$ cat src/rtl/eirq_pkg.sv
`timescale 1ns/1ps
package eirq_pkg;
  localparam int ADDR_W = 12;
  localparam int WORD_W = 32;
  localparam int RGN_W  = ADDR_W - 6;

  localparam logic [RGN_W-1:0] RG_PEND     = 6'h00;
  localparam logic [RGN_W-1:0] RG_ACK      = 6'h01;
  localparam logic [RGN_W-1:0] RG_MASK     = 6'h02;
  localparam logic [RGN_W-1:0] RG_MASK_SET = 6'h03;
  localparam logic [RGN_W-1:0] RG_MASK_CLR = 6'h04;
  localparam logic [RGN_W-1:0] RG_SENS     = 6'h05;
  localparam logic [RGN_W-1:0] RG_SENS_SET = 6'h06;
  localparam logic [RGN_W-1:0] RG_SENS_CLR = 6'h07;
  localparam logic [RGN_W-1:0] RG_SOFT     = 6'h08;
  localparam logic [RGN_W-1:0] RG_SOFT_SET = 6'h09;
  localparam logic [RGN_W-1:0] RG_SOFT_CLR = 6'h0A;
  localparam logic [RGN_W-1:0] RG_POL      = 6'h0C;
  localparam logic [RGN_W-1:0] RG_POL_SET  = 6'h0D;
  localparam logic [RGN_W-1:0] RG_POL_CLR  = 6'h0E;
  localparam logic [RGN_W-1:0] RG_DOM      = 6'h10;
endpackage

$ cat src/rtl/eirq_sync.sv
`timescale 1ns/1ps
module eirq_sync #(
  parameter int W = 32
) (
  input  logic         clk,
  input  logic         rst_n,
  input  logic [W-1:0] d_i,
  output logic [W-1:0] q_o
);
  logic [W-1:0] meta_q;
  logic [W-1:0] sync_q;

  always_ff @(posedge clk or negedge rst_n) begin
    if (!rst_n) begin
      meta_q <= '0;
      sync_q <= '0;
    end else begin
      meta_q <= d_i;
      sync_q <= meta_q;
    end
  end

  assign q_o = sync_q;
endmodule

$ cat src/rtl/eirq_setclr_reg.sv
`timescale 1ns/1ps
module eirq_setclr_reg #(
  parameter int           W       = 32,
  parameter logic [W-1:0] RST_VAL = '0
) (
  input  logic         clk,
  input  logic         rst_n,
  input  logic         set_en_i,
  input  logic         clr_en_i,
  input  logic         ld_en_i,
  input  logic [W-1:0] wdata_i,
  output logic [W-1:0] q_o
);
  logic [W-1:0] val_q;
  logic [W-1:0] val_d;
  logic         val_en;

  always_comb begin
    val_d = val_q;
    if (ld_en_i) begin
      val_d = wdata_i;
    end else begin
      if (set_en_i) val_d = val_d | wdata_i;
      if (clr_en_i) val_d = val_d & ~wdata_i;
    end
    val_en = ld_en_i | set_en_i | clr_en_i;
  end

  always_ff @(posedge clk or negedge rst_n) begin
    if (!rst_n)      val_q <= RST_VAL;
    else if (val_en) val_q <= val_d;
  end

  assign q_o = val_q;
endmodule

$ cat src/rtl/eirq_detect.sv
`timescale 1ns/1ps
module eirq_detect #(
  parameter int W = 32
) (
  input  logic         clk,
  input  logic         rst_n,
  input  logic [W-1:0] pin_s_i,
  input  logic [W-1:0] sens_i,
  input  logic [W-1:0] pol_i,
  input  logic         ack_en_i,
  input  logic [W-1:0] ack_bits_i,
  output logic [W-1:0] pend_o,
  output logic [W-1:0] lat_o
);
  logic [W-1:0] prev_q;
  logic [W-1:0] lat_q;
  logic [W-1:0] lat_d;
  logic         lat_en;
  logic [W-1:0] edge_hit;
  logic [W-1:0] lvl_act;
  logic [W-1:0] ack_clr;

  always_comb begin
    lvl_act  = ~(pin_s_i ^ pol_i);
    edge_hit = (pol_i & pin_s_i & ~prev_q) | (~pol_i & ~pin_s_i & prev_q);
    ack_clr  = ack_en_i ? ack_bits_i : '0;
    lat_d    = ~sens_i & ((lat_q & ~ack_clr) | edge_hit);
    lat_en   = (lat_d != lat_q);
  end

  always_ff @(posedge clk or negedge rst_n) begin
    if (!rst_n) prev_q <= '0;
    else        prev_q <= pin_s_i;
  end

  always_ff @(posedge clk or negedge rst_n) begin
    if (!rst_n)      lat_q <= '0;
    else if (lat_en) lat_q <= lat_d;
  end

  assign pend_o = (sens_i & lvl_act) | (~sens_i & lat_q);
  assign lat_o  = lat_q;
endmodule

$ cat src/rtl/ext_irq_bank.sv
`timescale 1ns/1ps
module ext_irq_bank
  import eirq_pkg::*;
#(
  parameter int NUM_WORDS = 1
) (
  input  logic                        clk,
  input  logic                        rst_n,
  input  logic [NUM_WORDS*WORD_W-1:0] pin_i,
  input  logic                        bus_wr_i,
  input  logic [ADDR_W-1:0]           bus_addr_i,
  input  logic [WORD_W-1:0]           bus_wdata_i,
  output logic [WORD_W-1:0]           bus_rdata_o,
  output logic                        irq_o
);
  localparam logic [WORD_W-1:0] ALL_ONES = {WORD_W{1'b1}};

  logic rst_meta_q;
  logic rst_sync_n;

  always_ff @(posedge clk or negedge rst_n) begin
    if (!rst_n) begin
      rst_meta_q <= 1'b0;
      rst_sync_n <= 1'b0;
    end else begin
      rst_meta_q <= 1'b1;
      rst_sync_n <= rst_meta_q;
    end
  end

  logic [RGN_W-1:0] rgn;
  logic [3:0]       widx;
  logic             unused_addr_lo;

  assign rgn            = bus_addr_i[ADDR_W-1:6];
  assign widx           = bus_addr_i[5:2];
  assign unused_addr_lo = ^bus_addr_i[1:0];

  logic [NUM_WORDS-1:0][WORD_W-1:0] mask_q;
  logic [NUM_WORDS-1:0][WORD_W-1:0] sens_q;
  logic [NUM_WORDS-1:0][WORD_W-1:0] soft_q;
  logic [NUM_WORDS-1:0][WORD_W-1:0] pol_q;
  logic [NUM_WORDS-1:0][WORD_W-1:0] dom_q;
  logic [NUM_WORDS-1:0][WORD_W-1:0] pend_w;
  logic [NUM_WORDS-1:0][WORD_W-1:0] lat_all;
  logic [NUM_WORDS-1:0][WORD_W-1:0] req_w;
  logic [NUM_WORDS-1:0][WORD_W-1:0] pin_s;

  for (genvar w = 0; w < NUM_WORDS; w++) begin : g_word
    logic wsel;
    assign wsel = bus_wr_i && (widx == 4'(w));

    eirq_sync #(.W(WORD_W)) u_sync (
      .clk   (clk),
      .rst_n (rst_sync_n),
      .d_i   (pin_i[w*WORD_W +: WORD_W]),
      .q_o   (pin_s[w])
    );

    eirq_setclr_reg #(.W(WORD_W), .RST_VAL(ALL_ONES)) u_mask (
      .clk(clk), .rst_n(rst_sync_n),
      .set_en_i(wsel && rgn == RG_MASK_SET),
      .clr_en_i(wsel && rgn == RG_MASK_CLR),
      .ld_en_i(1'b0), .wdata_i(bus_wdata_i), .q_o(mask_q[w])
    );

    eirq_setclr_reg #(.W(WORD_W), .RST_VAL('0)) u_sens (
      .clk(clk), .rst_n(rst_sync_n),
      .set_en_i(wsel && rgn == RG_SENS_SET),
      .clr_en_i(wsel && rgn == RG_SENS_CLR),
      .ld_en_i(1'b0), .wdata_i(bus_wdata_i), .q_o(sens_q[w])
    );

    eirq_setclr_reg #(.W(WORD_W), .RST_VAL('0)) u_soft (
      .clk(clk), .rst_n(rst_sync_n),
      .set_en_i(wsel && rgn == RG_SOFT_SET),
      .clr_en_i(wsel && rgn == RG_SOFT_CLR),
      .ld_en_i(1'b0), .wdata_i(bus_wdata_i), .q_o(soft_q[w])
    );

    eirq_setclr_reg #(.W(WORD_W), .RST_VAL('0)) u_pol (
      .clk(clk), .rst_n(rst_sync_n),
      .set_en_i(wsel && rgn == RG_POL_SET),
      .clr_en_i(wsel && rgn == RG_POL_CLR),
      .ld_en_i(1'b0), .wdata_i(bus_wdata_i), .q_o(pol_q[w])
    );

    eirq_setclr_reg #(.W(WORD_W), .RST_VAL(ALL_ONES)) u_dom (
      .clk(clk), .rst_n(rst_sync_n),
      .set_en_i(1'b0), .clr_en_i(1'b0),
      .ld_en_i(wsel && rgn == RG_DOM),
      .wdata_i(bus_wdata_i), .q_o(dom_q[w])
    );

    eirq_detect #(.W(WORD_W)) u_det (
      .clk        (clk),
      .rst_n      (rst_sync_n),
      .pin_s_i    (pin_s[w]),
      .sens_i     (sens_q[w]),
      .pol_i      (pol_q[w]),
      .ack_en_i   (wsel && rgn == RG_ACK),
      .ack_bits_i (bus_wdata_i),
      .pend_o     (pend_w[w]),
      .lat_o      (lat_all[w])
    );

    assign req_w[w] = (pend_w[w] | soft_q[w]) & ~mask_q[w] & dom_q[w];
  end

  assign irq_o = |req_w;

  always_comb begin
    bus_rdata_o = '0;
    for (int w = 0; w < NUM_WORDS; w++) begin
      if (widx == 4'(w)) begin
        case (rgn)
          RG_PEND: bus_rdata_o = pend_w[w];
          RG_MASK: bus_rdata_o = mask_q[w];
          RG_SENS: bus_rdata_o = sens_q[w];
          RG_SOFT: bus_rdata_o = soft_q[w];
          RG_POL:  bus_rdata_o = pol_q[w];
          RG_DOM:  bus_rdata_o = dom_q[w];
          default: bus_rdata_o = '0;
        endcase
      end
    end
  end
endmodule

$ cat config.mk
export PLATFORM = sky130hd
export DESIGN_NAME = ext_irq_bank
export DESIGN_NICKNAME = d
export VERILOG_FILES = /design/src/rtl/eirq_pkg.sv /design/src/rtl/eirq_sync.sv /design/src/rtl/eirq_setclr_reg.sv /design/src/rtl/eirq_detect.sv /design/src/rtl/ext_irq_bank.sv
export SDC_FILE = /design/constraint.sdc
export NUM_CORES = 1
export LEC_CHECK = 0
export BUFFER_PORTS_ARGS = -buffer_cell sky130_fd_sc_hd__buf_2
export CAP_MARGIN = 20
export CELL_PAD_IN_SITES_DETAIL_PLACEMENT = 2
export CELL_PAD_IN_SITES_GLOBAL_PLACEMENT = 2
export CORE_MARGIN = 2
export CORE_UTILIZATION = 36
export DETAILED_ROUTE_END_ITERATION = 6
export PLACE_DENSITY = 0.76
export SETUP_SLACK_MARGIN = 0.2
export SLEW_MARGIN = 20
export SYNTH_ARGS = -nofsm -noshare
export SYNTH_HDL_FRONTEND = slang
export SYNTH_SLANG_ARGS = --single-unit
export TNS_END_PERCENT = 50
$ cat constraint.sdc
create_clock -name clk -period 8.83 [get_ports clk]
set_input_delay 1.3245 -clock clk [delete_from_list [all_inputs] [get_ports clk]]
set_output_delay 1.3245 -clock clk [all_outputs]
set_load 0.01 [all_outputs]
==> results of run 1 <==
-- cell usage in the layout (no fill, tap or decap), types with 54 or more instances in the layout --
master,instances
a21oi_1,231
dfrtp_1,225
buf_2,109
inv_1,91
nand2_1,71
a22oi_1,69
a21oi_2,66
ha_1,64
dfstp_2,64
nor2b_1,54
-- logic make-up after synthesis --
kind of cell / Yosys count / share of synthesized area, %
other: 1 / 0.0275
buffers and inverters: 178 / 5.89
AO/OA/AOI/OAI: 455 / 21.3
adder cells (fa/ha/maj): 64 / 5.87
AND/OR/NAND/NOR: 197 / 8.00
flip-flops: 290 / 53.8
multiplexers: 65 / 5.07
-- critical path, delay by kind of cell (launching register included) --
family          cells  cell delay (ns)
flops               1             0.40
buf+inv             2             0.29
fa+ha+maj           1             0.28
compound gates      2             1.20
simple gates        3             0.90
-- layout make-up --
| class | instances | area, µm² |
|---|---|---|
| fillers | 3980 | 21700 |
| clock inverters | 6 | 105 |
| well taps | 511 | 639 |
| clock buffers | 57 | 1080 |
| flip-flops and latches | 290 | 7340 |
| inverters | 91 | 342 |
| repair buffers | 127 | 693 |
| multi-input cells | 782 | 5550 |
-- layer usage --
layer	vias to the layer above	share of wire, %	wire (µm)	track usage (%)
li1	4589	-	-	-
met1	5333	44	18800	29.4
met2	228	48	20700	36.9
met3	74	4.9	2110	3.93
met4	4	2.4	1050	7.19
met5	-	0.054	23	0.766
-- metrics by stage --
step | hold slack [ns] | power, mW | setup slack (ns)
2_1_floorplan | 0.331 | 1.53 | 0.261
3_3_place_gp | 0.332 | 1.58 | 3.97
3_5_place_dp | 0.336 | 1.59 | 3.96
4_1_cts | 0.345 | 3.10 | 3.83
5_1_grt | 0.350 | 3.17 | 3.83
6_report | 0.310 | 3.05 | 3.91
-- path summary, 6_finish.rpt --
check / slack [ns] / endpoint / cells after the start
setup / recovery: 3.91 / irq_o / 8
hold / removal: 0.31 / g_word[0].u_det.lat_o[27] / 0
setup reg to reg: 6.57 / g_word[0].u_sync.q_o[6] / 2
hold reg to reg: 0.31 / g_word[0].u_det.lat_o[27] / 0
max in group asynchronous: 6.57 / g_word[0].u_sync.q_o[6] / 2
min in group clk: 0.34 / g_word[0].u_sync.q_o[28] / 0
-- report_power, final --
group | leakage [nW] | switching (mW) | total, mW | internal, mW
clock network | 0.582 | 0.560 | 1.48 | 0.923
registers | 3.43 | 0.0318 | 1.41 | 1.38
logic | 2.79 | 0.106 | 0.161 | 0.0549
==> results.toml, run 1 <==
[sta]
finalCriticalPeriod_ns = 4.92
skew_ns = 0.00704
setup_viol = 0
rsz0062_at_grt = "no"
hold_viol = 0
max_freq_ghz = 0.203
tns_ns = 0
tightest_slew_ns = 1.03
slew_headroom_pct = 30.6
report.final.slew_viol_count = 0
finalCritPeriodShare_pct = 55.7

[worst_setup_path]
path_cells = "inv_1, ha_1, nor2b_1, o311ai_0, o2111ai_1, nor4bb_1, nand4_1, buf_2"
max_stage_delay_ns = 0.79
endpoint_kind = "output pin"
worstSetupPathType = "flip-flop to output pin"
worst_ep_arrival_time_ns = 3.59
critPathSlowestCell = "o311ai_0"
start_kind = "flip-flop"
rr_startpoint = "rst_sync_n"
cp_max_fo = 4
critPathRequiredTime_ns = 7.51

[layout]
layout-drive-gt1-share_pct = 27.5
n_antenna_cell = 0
nets = 1471
final_area_mm2 = 0.0158
instances_no_fill = 1864
areaGrowthSynthToFinish_pct = 15.5
final_util_pct = 42.0

[place]
gp_congestion = 0.757
postPlaceCellArea_mm2 = 0.0146
port_buffers = 109
dp.cells = 1801
place_hpwl_um = 26200

[drt]
first_iter_violations = 514
via_count = 10200
wirelength_um = 42800
remaining_drc_errors = 0
vias_per_cell = 5.49
routed_wire_length_per_instance_um = 22.9
dr.pass1.iters = 5
drtAntennaViolNets = 0

[yosys]
ys_seq_area_share_pct = 53.8
synth_ff_type = "dfrtp_1"
ys_ff_latch = 290
synth_nets = 1393
synth_cells = 1250
synthesis.area_mm2 = 0.0136
ys_async_sr_fraction_pct = 100
yosys-top-cells-area = "dfrtp_1 41%, dfstp_2 12%, a21oi_1 8.5%, ha_1 5.9%, a21oi_2 4.2%"
synth-edff-count = 0
synth_top_area_share_pct = 41.5
ys_warn_count = 0
synth_most_common_cell = "a21oi_1"
synth.largest_area_cell = "dfrtp_1"
ys_types = 48
synth_common_cells = "231 x a21oi_1, 226 x dfrtp_1, 91 x inv_1"
avgSynthCellArea_um2 = 10.9

[cts]
cts_resized = 0
cts_tree = "built"
cts_sinks = 290
clock_latency_ns = 0.52
cts_buffers = 36
postCtsSetupBuffers = 0
cts_buffer_depth = 3
cts.clk_slew.worst_paths_ns = 0.06
h-tree-depth = 2
cts-root-buf = "clkbuf_16"
hold_buffers = 0

[min_path]
hold_class = "flip-flop to asynchronous set/reset pin"

[grt]
grt_max_degree = 135
grt_usage_pct = 22.2
antenna_found_initial = 2
overflow = 0
grt_pass1_vias = 11300
grt_pass1_wl_um = 66500

[die]
io_pins = 112
coreArea_mm2 = 0.0375
die_y_um = 199
die_area_mm2 = 0.0394
fp.dieW_um = 199
initial_core_util_pct = 36.4
row_count = 71

[pwr]
power_density_mw_per_mm2 = 194
p_leak_nw = 6.80
ir_drop_mv = 0.114

[run_status]
status = "completed"

[run]
cap_violations = 0
(Power assumes the default switching activity.)
==> run 2, diff against run 1 <==
- clock period: 8.83 -> 4.07 ns (I/O delays scaled with it)
==> run 2 against run 1 <==
  * Core utilization up 0.37 points
  * Via count up 0.50%
  * Hold slack worse by 0.12 ns
  * Clock skew increased by 0.0074 ns
  * Final cell count increased by 0.43%
==> results.toml, run 2 (synthesized netlist as in run 1, its figures left out) <==
[run_status]
status = "completed"

[drt]
dr.pass1.iters = 5
vias_per_cell = 5.49
remaining_drc_errors = 0
first_iter_violations = 525
wirelength_um = 42800
drtAntennaViolNets = 0
via_count = 10300
routed_wire_length_per_instance_um = 22.9

[cts]
cts_sinks = 290
cts_buffers = 36
cts.clk_slew.worst_paths_ns = 0.06
clock_latency_ns = 0.52
cts_buffer_depth = 3
h-tree-depth = 2
cts_tree = "built"
cts-root-buf = "clkbuf_16"

[worst_setup_path]
worstSetupPathType = "flip-flop to output pin"
cp_max_fo = 4
worst_ep_arrival_time_ns = 3.01
endpoint_kind = "output pin"
reg2reg_slack_ns = 2.54
start_kind = "flip-flop"
critPathRequiredTime_ns = 3.46

[layout]
nets = 1478
multi_input_area_mm2 = 0.00556
final-seq-area_mm2 = 0.00734
layout_common_cells = "231 x a21oi_1, 225 x dfrtp_1, 109 x buf_2, 91 x inv_1, 71 x nand2_1"
n_fill_cell = 3930
areaGrowthSynthToFinish_pct = 16.5
final_common_cell = "a21oi_1"
final_util_pct = 42.4
layout-drive-gt1-share_pct = 27.6
final_area_mm2 = 0.0159

[grt]
grt_max_degree = 96
grt_pass1_wl_um = 67300
grt_pass1_vias = 11500
antenna_found_initial = 4
overflow = 0
grt_usage_pct = 22.3

[sta]
tightest_slew_ns = 0.889
rsz0062_at_grt = "no"
slew_headroom_pct = 40.7
finalCritPeriodShare_pct = 89.0
skew_ns = 0.0144
tns_ns = 0
setup_viol = 0
worst_slack_ns = 0.446
report.final.slew_viol_count = 0
max_freq_ghz = 0.276
finalCriticalPeriod_ns = 3.62
hold_viol = 0

[die]
die_area_mm2 = 0.0394
initial_core_util_pct = 36.4
row_count = 71
coreArea_mm2 = 0.0375
io_pins = 112
fp.dieW_um = 199
die_y_um = 199

[place]
place_hpwl_um = 26400
postPlaceCellArea_mm2 = 0.0147
port_buffers = 109
pre_cts_slack_ns = 0.650
gp_congestion = 0.761

[pwr]
ir_drop_mv = 0.230
swShare_pct = 23.6
power_density_mw_per_mm2 = 409
finalPower_mw = 6.49
internal_power_mw = 4.96
combPwrFrac_pct = 5.4
p_seq_share_pct = 47.1
clockPowerShare_pct = 47.5
p_leak_nw = 6.83
p_sw_mw = 1.53

[min_path]
hold_class = "input port to flip-flop"

[run]
cap_violations = 0
[run 2: final cells by class]
cell class,count,share of cell area (%)
clock buffer,59,6.72
timing repair buffer,134,5.58
sequential,290,46.2
antenna,1,0.0157
inverter,91,2.15
tap,511,4.02
multi-input combinational,782,35.0
clock inverter,4,0.331
[run 2: worst paths after layout]
| kind | from | end | cells after the start |
|---|---|---|---|
| max | flip-flop | irq_o | 8 |
| max in group asynchronous | rst_sync_n | g_word[0].u_sync.meta_q[1] | 1 |
| max reg2reg | rst_sync_n | g_word[0].u_sync.meta_q[1] | 1 |
| min in group asynchronous | rst_sync_n | g_word[0].u_sync.q_o[25] | 0 |
| min reg2reg | rst_meta_q | rst_sync_n | 0 |
| min | pin_i[2] | g_word[0].u_sync.meta_q[2] | 1 |
[run 2: metrics by stage]
stage	std cells	hold WS, ns
after global routing	1871	0.177
after CTS	1871	0.168
after detailed placement	1807	0.336
final	1872	0.192
after floorplan	1250	0.315
after global placement	1807	0.332
[run 2: worst max-delay path, cell delays in order (launching register included)]
cell and delay, ns:
dfrtp_1 0.41, inv_1 0.07, ha_1 0.30, nor2b_1 0.05, o311ai_0 0.66, nand2_1 0.16, nor4bb_1 0.34, nand4_1 0.28
buf_2 0.23
[run 2: power groups by stage]
stage / clock network, mW / logic (mW) / registers [mW]
final: 3.08 / 0.352 / 3.06
after detailed placement: 0 / 0.354 / 3.11
after global placement: 0 / 0.335 / 3.10
after CTS: 3.18 / 0.360 / 3.06
after floorplan: 0 / 0.194 / 3.12
after global routing: 3.29 / 0.398 / 3.07
[run 2: repair_timing]
action	in CTS	in global routing
setup buffers	0	0
endpoints found under the hold margin	2	0
endpoints found under the setup margin	1	1
hold buffers	1	0
gates resized for setup	2	1
cloned	0	0
[run 2: per-layer routing]
metal / GRT usage (%) / share of wire, % / vias up
met5: 0 / 0.11 / -
met3: 3.76 / 5.4 / 78
met1: 29.6 / 43 / 5357
li1: - / - / 4597
met2: 37.7 / 49 / 239
met4: 6.05 / 2.2 / 8
==> run 3, diff against run 2 <==
- PLACE_DENSITY: 0.76 -> unset
- PLACE_DENSITY_LB_ADDON: unset -> 0.1
==> run 3 against run 2 <==
  * Setup slack lost 0.0010 ns
  * Register-to-register slack gained 0.07 ns
  * First-iteration DRC count grew 0.38%
  * Critical path type unchanged
==> results.toml, run 3 (synthesized netlist as in run 1, its figures left out) <==
[worst_setup_path]
path_buf_inv = 3
crit_family = "simple AND/OR/NAND/NOR gates"
path_cells = "inv_1, ha_1, nor2b_1, o311ai_0, buf_4, o2111ai_1, nor4bb_2, nand4_1, buf_2"
endpoint_kind = "output pin"
r2r_end = "g_word[0].u_dom.q_o[15]"
critPathSlowestCell = "o311ai_0"
cp_max_fo = 4
critPathRequiredTime_ns = 3.46
worstSetupPathType = "flip-flop to output pin"
reg2reg_depth = 1
reg2reg_slack_ns = 2.61
start_kind = "flip-flop"
rr_startpoint = "rst_sync_n"
worst_ep_arrival_time_ns = 3.01
max_stage_delay_ns = 0.41

[sta]
rsz0062_at_grt = "no"
finalCriticalPeriod_ns = 3.62
tightest_slew_ns = 0.888
report.final.slew_viol_count = 0
finalCritPeriodShare_pct = 89.1
tns_ns = 0
hold_viol = 0
worst_slack_ns = 0.445
max_freq_ghz = 0.276
slew_headroom_pct = 40.8
skew_ns = 0.0101
setup_viol = 0
whs_ns = 0.180

[drt]
first_iter_violations = 527
drtAntennaViolNets = 0
routed_wire_length_per_instance_um = 23.5
via_count = 10200
dr.pass1.iters = 5
remaining_drc_errors = 0
wirelength_um = 44300
vias_per_cell = 5.41

[die]
fp.dieW_um = 199
coreArea_mm2 = 0.0375
die_area_mm2 = 0.0394
die_y_um = 199
io_pins = 112
row_count = 71
initial_core_util_pct = 36.4

[pwr]
power_density_mw_per_mm2 = 421
finalPower_mw = 6.74
p_leak_nw = 6.91
ir_drop_mv = 0.238

[layout]
n_fill_cell = 3949
multi_input_area_mm2 = 0.00556
final-seq-area_mm2 = 0.00734
layout_common_cells = "231 x a21oi_1, 225 x dfrtp_1, 109 x buf_2, 91 x inv_1, 71 x nand2_1"
areaGrowthSynthToFinish_pct = 17.3
nets = 1485
final_common_cell = "a21oi_1"
final_util_pct = 42.6
layout-drive-gt1-share_pct = 28.3
instances_no_fill = 1880
final_area_mm2 = 0.0160

[cts]
cts_sinks = 290
cts_buffer_depth = 3
postCtsSetupBuffers = 0
clock_latency_ns = 0.54
h-tree-depth = 2
cts.clk_slew.worst_paths_ns = 0.06
cts_buffers = 35
cts_tree = "built"
cts-root-buf = "clkbuf_16"

[place]
postPlaceCellArea_mm2 = 0.0148
place_hpwl_um = 26600
dp.cells = 1815
pre_cts_slack_ns = 0.566
port_buffers = 109
gp_congestion = 0.721

[grt]
grt_pass1_vias = 11200
overflow = 0
grt_pass1_wl_um = 67800
antenna_found_initial = 2
grt_usage_pct = 23.0
grt_max_degree = 80

[min_path]
hold_class = "input port to flip-flop"
min_to = "g_word[0].u_sync.meta_q[20]"
hold_depth = 1
min_from = "pin_i[20]"

[run_status]
status = "completed"

[run]
cap_violations = 0
[run 3: cell types whose count changed in the layout (fill, tap and decap cells not counted), sizes merged]
cell,delta
buf,+8
clkinv,+1
clkbuf,-5
bufinv,+4
[run 3: how the worst max path moves through the flow]
stage | from | to | slack [ns] | cells after the start
after floorplan | rst_sync_n | asynchronous set/reset pin | 1.21 | 0
after detailed placement | bus_addr_i[9] | bus_rdata_o[0] | 0.57 | 7
after global placement | bus_addr_i[9] | bus_rdata_o[0] | 0.59 | 7
after global routing | flip-flop | irq_o | 0.26 | 9
after CTS | flip-flop | irq_o | 0.24 | 9
final | flip-flop | irq_o | 0.45 | 9
[run 3: final cells by class]
| cell class | count | area share (%) |
|---|---|---|
| timing repair buffer | 142 | 5.60 |
| sequential | 290 | 45.9 |
| clock inverter | 9 | 1.06 |
| tap | 511 | 4.00 |
| multi-input combinational | 782 | 34.8 |
| inverter | 91 | 2.14 |
| antenna | 1 | 0.0157 |
| clock buffer | 54 | 6.50 |
[run 3: where the power goes]
group / internal [mW] / switching, mW
combinational: 0.126 / 0.225
sequential: 2.99 / 0.0735
clock: 2.07 / 1.25
[run 3: routing by layer]
| layer | GRT usage, % | vias to the layer above | share of wire, % |
|---|---|---|---|
| li1 | - | 4613 | - |
| met5 | 0 | - | 0.029 |
| met4 | 6.05 | 2 | 1.7 |
| met2 | 38.5 | 154 | 49 |
| met3 | 3.05 | 51 | 3.1 |
| met1 | 31.5 | 5343 | 46 |
[run 3: repair_timing]
action	CTS	global route
hold buffers	1	0
gates resized for setup	0	3
hold endpoints to repair	2	0
endpoints found under the setup margin	0	1
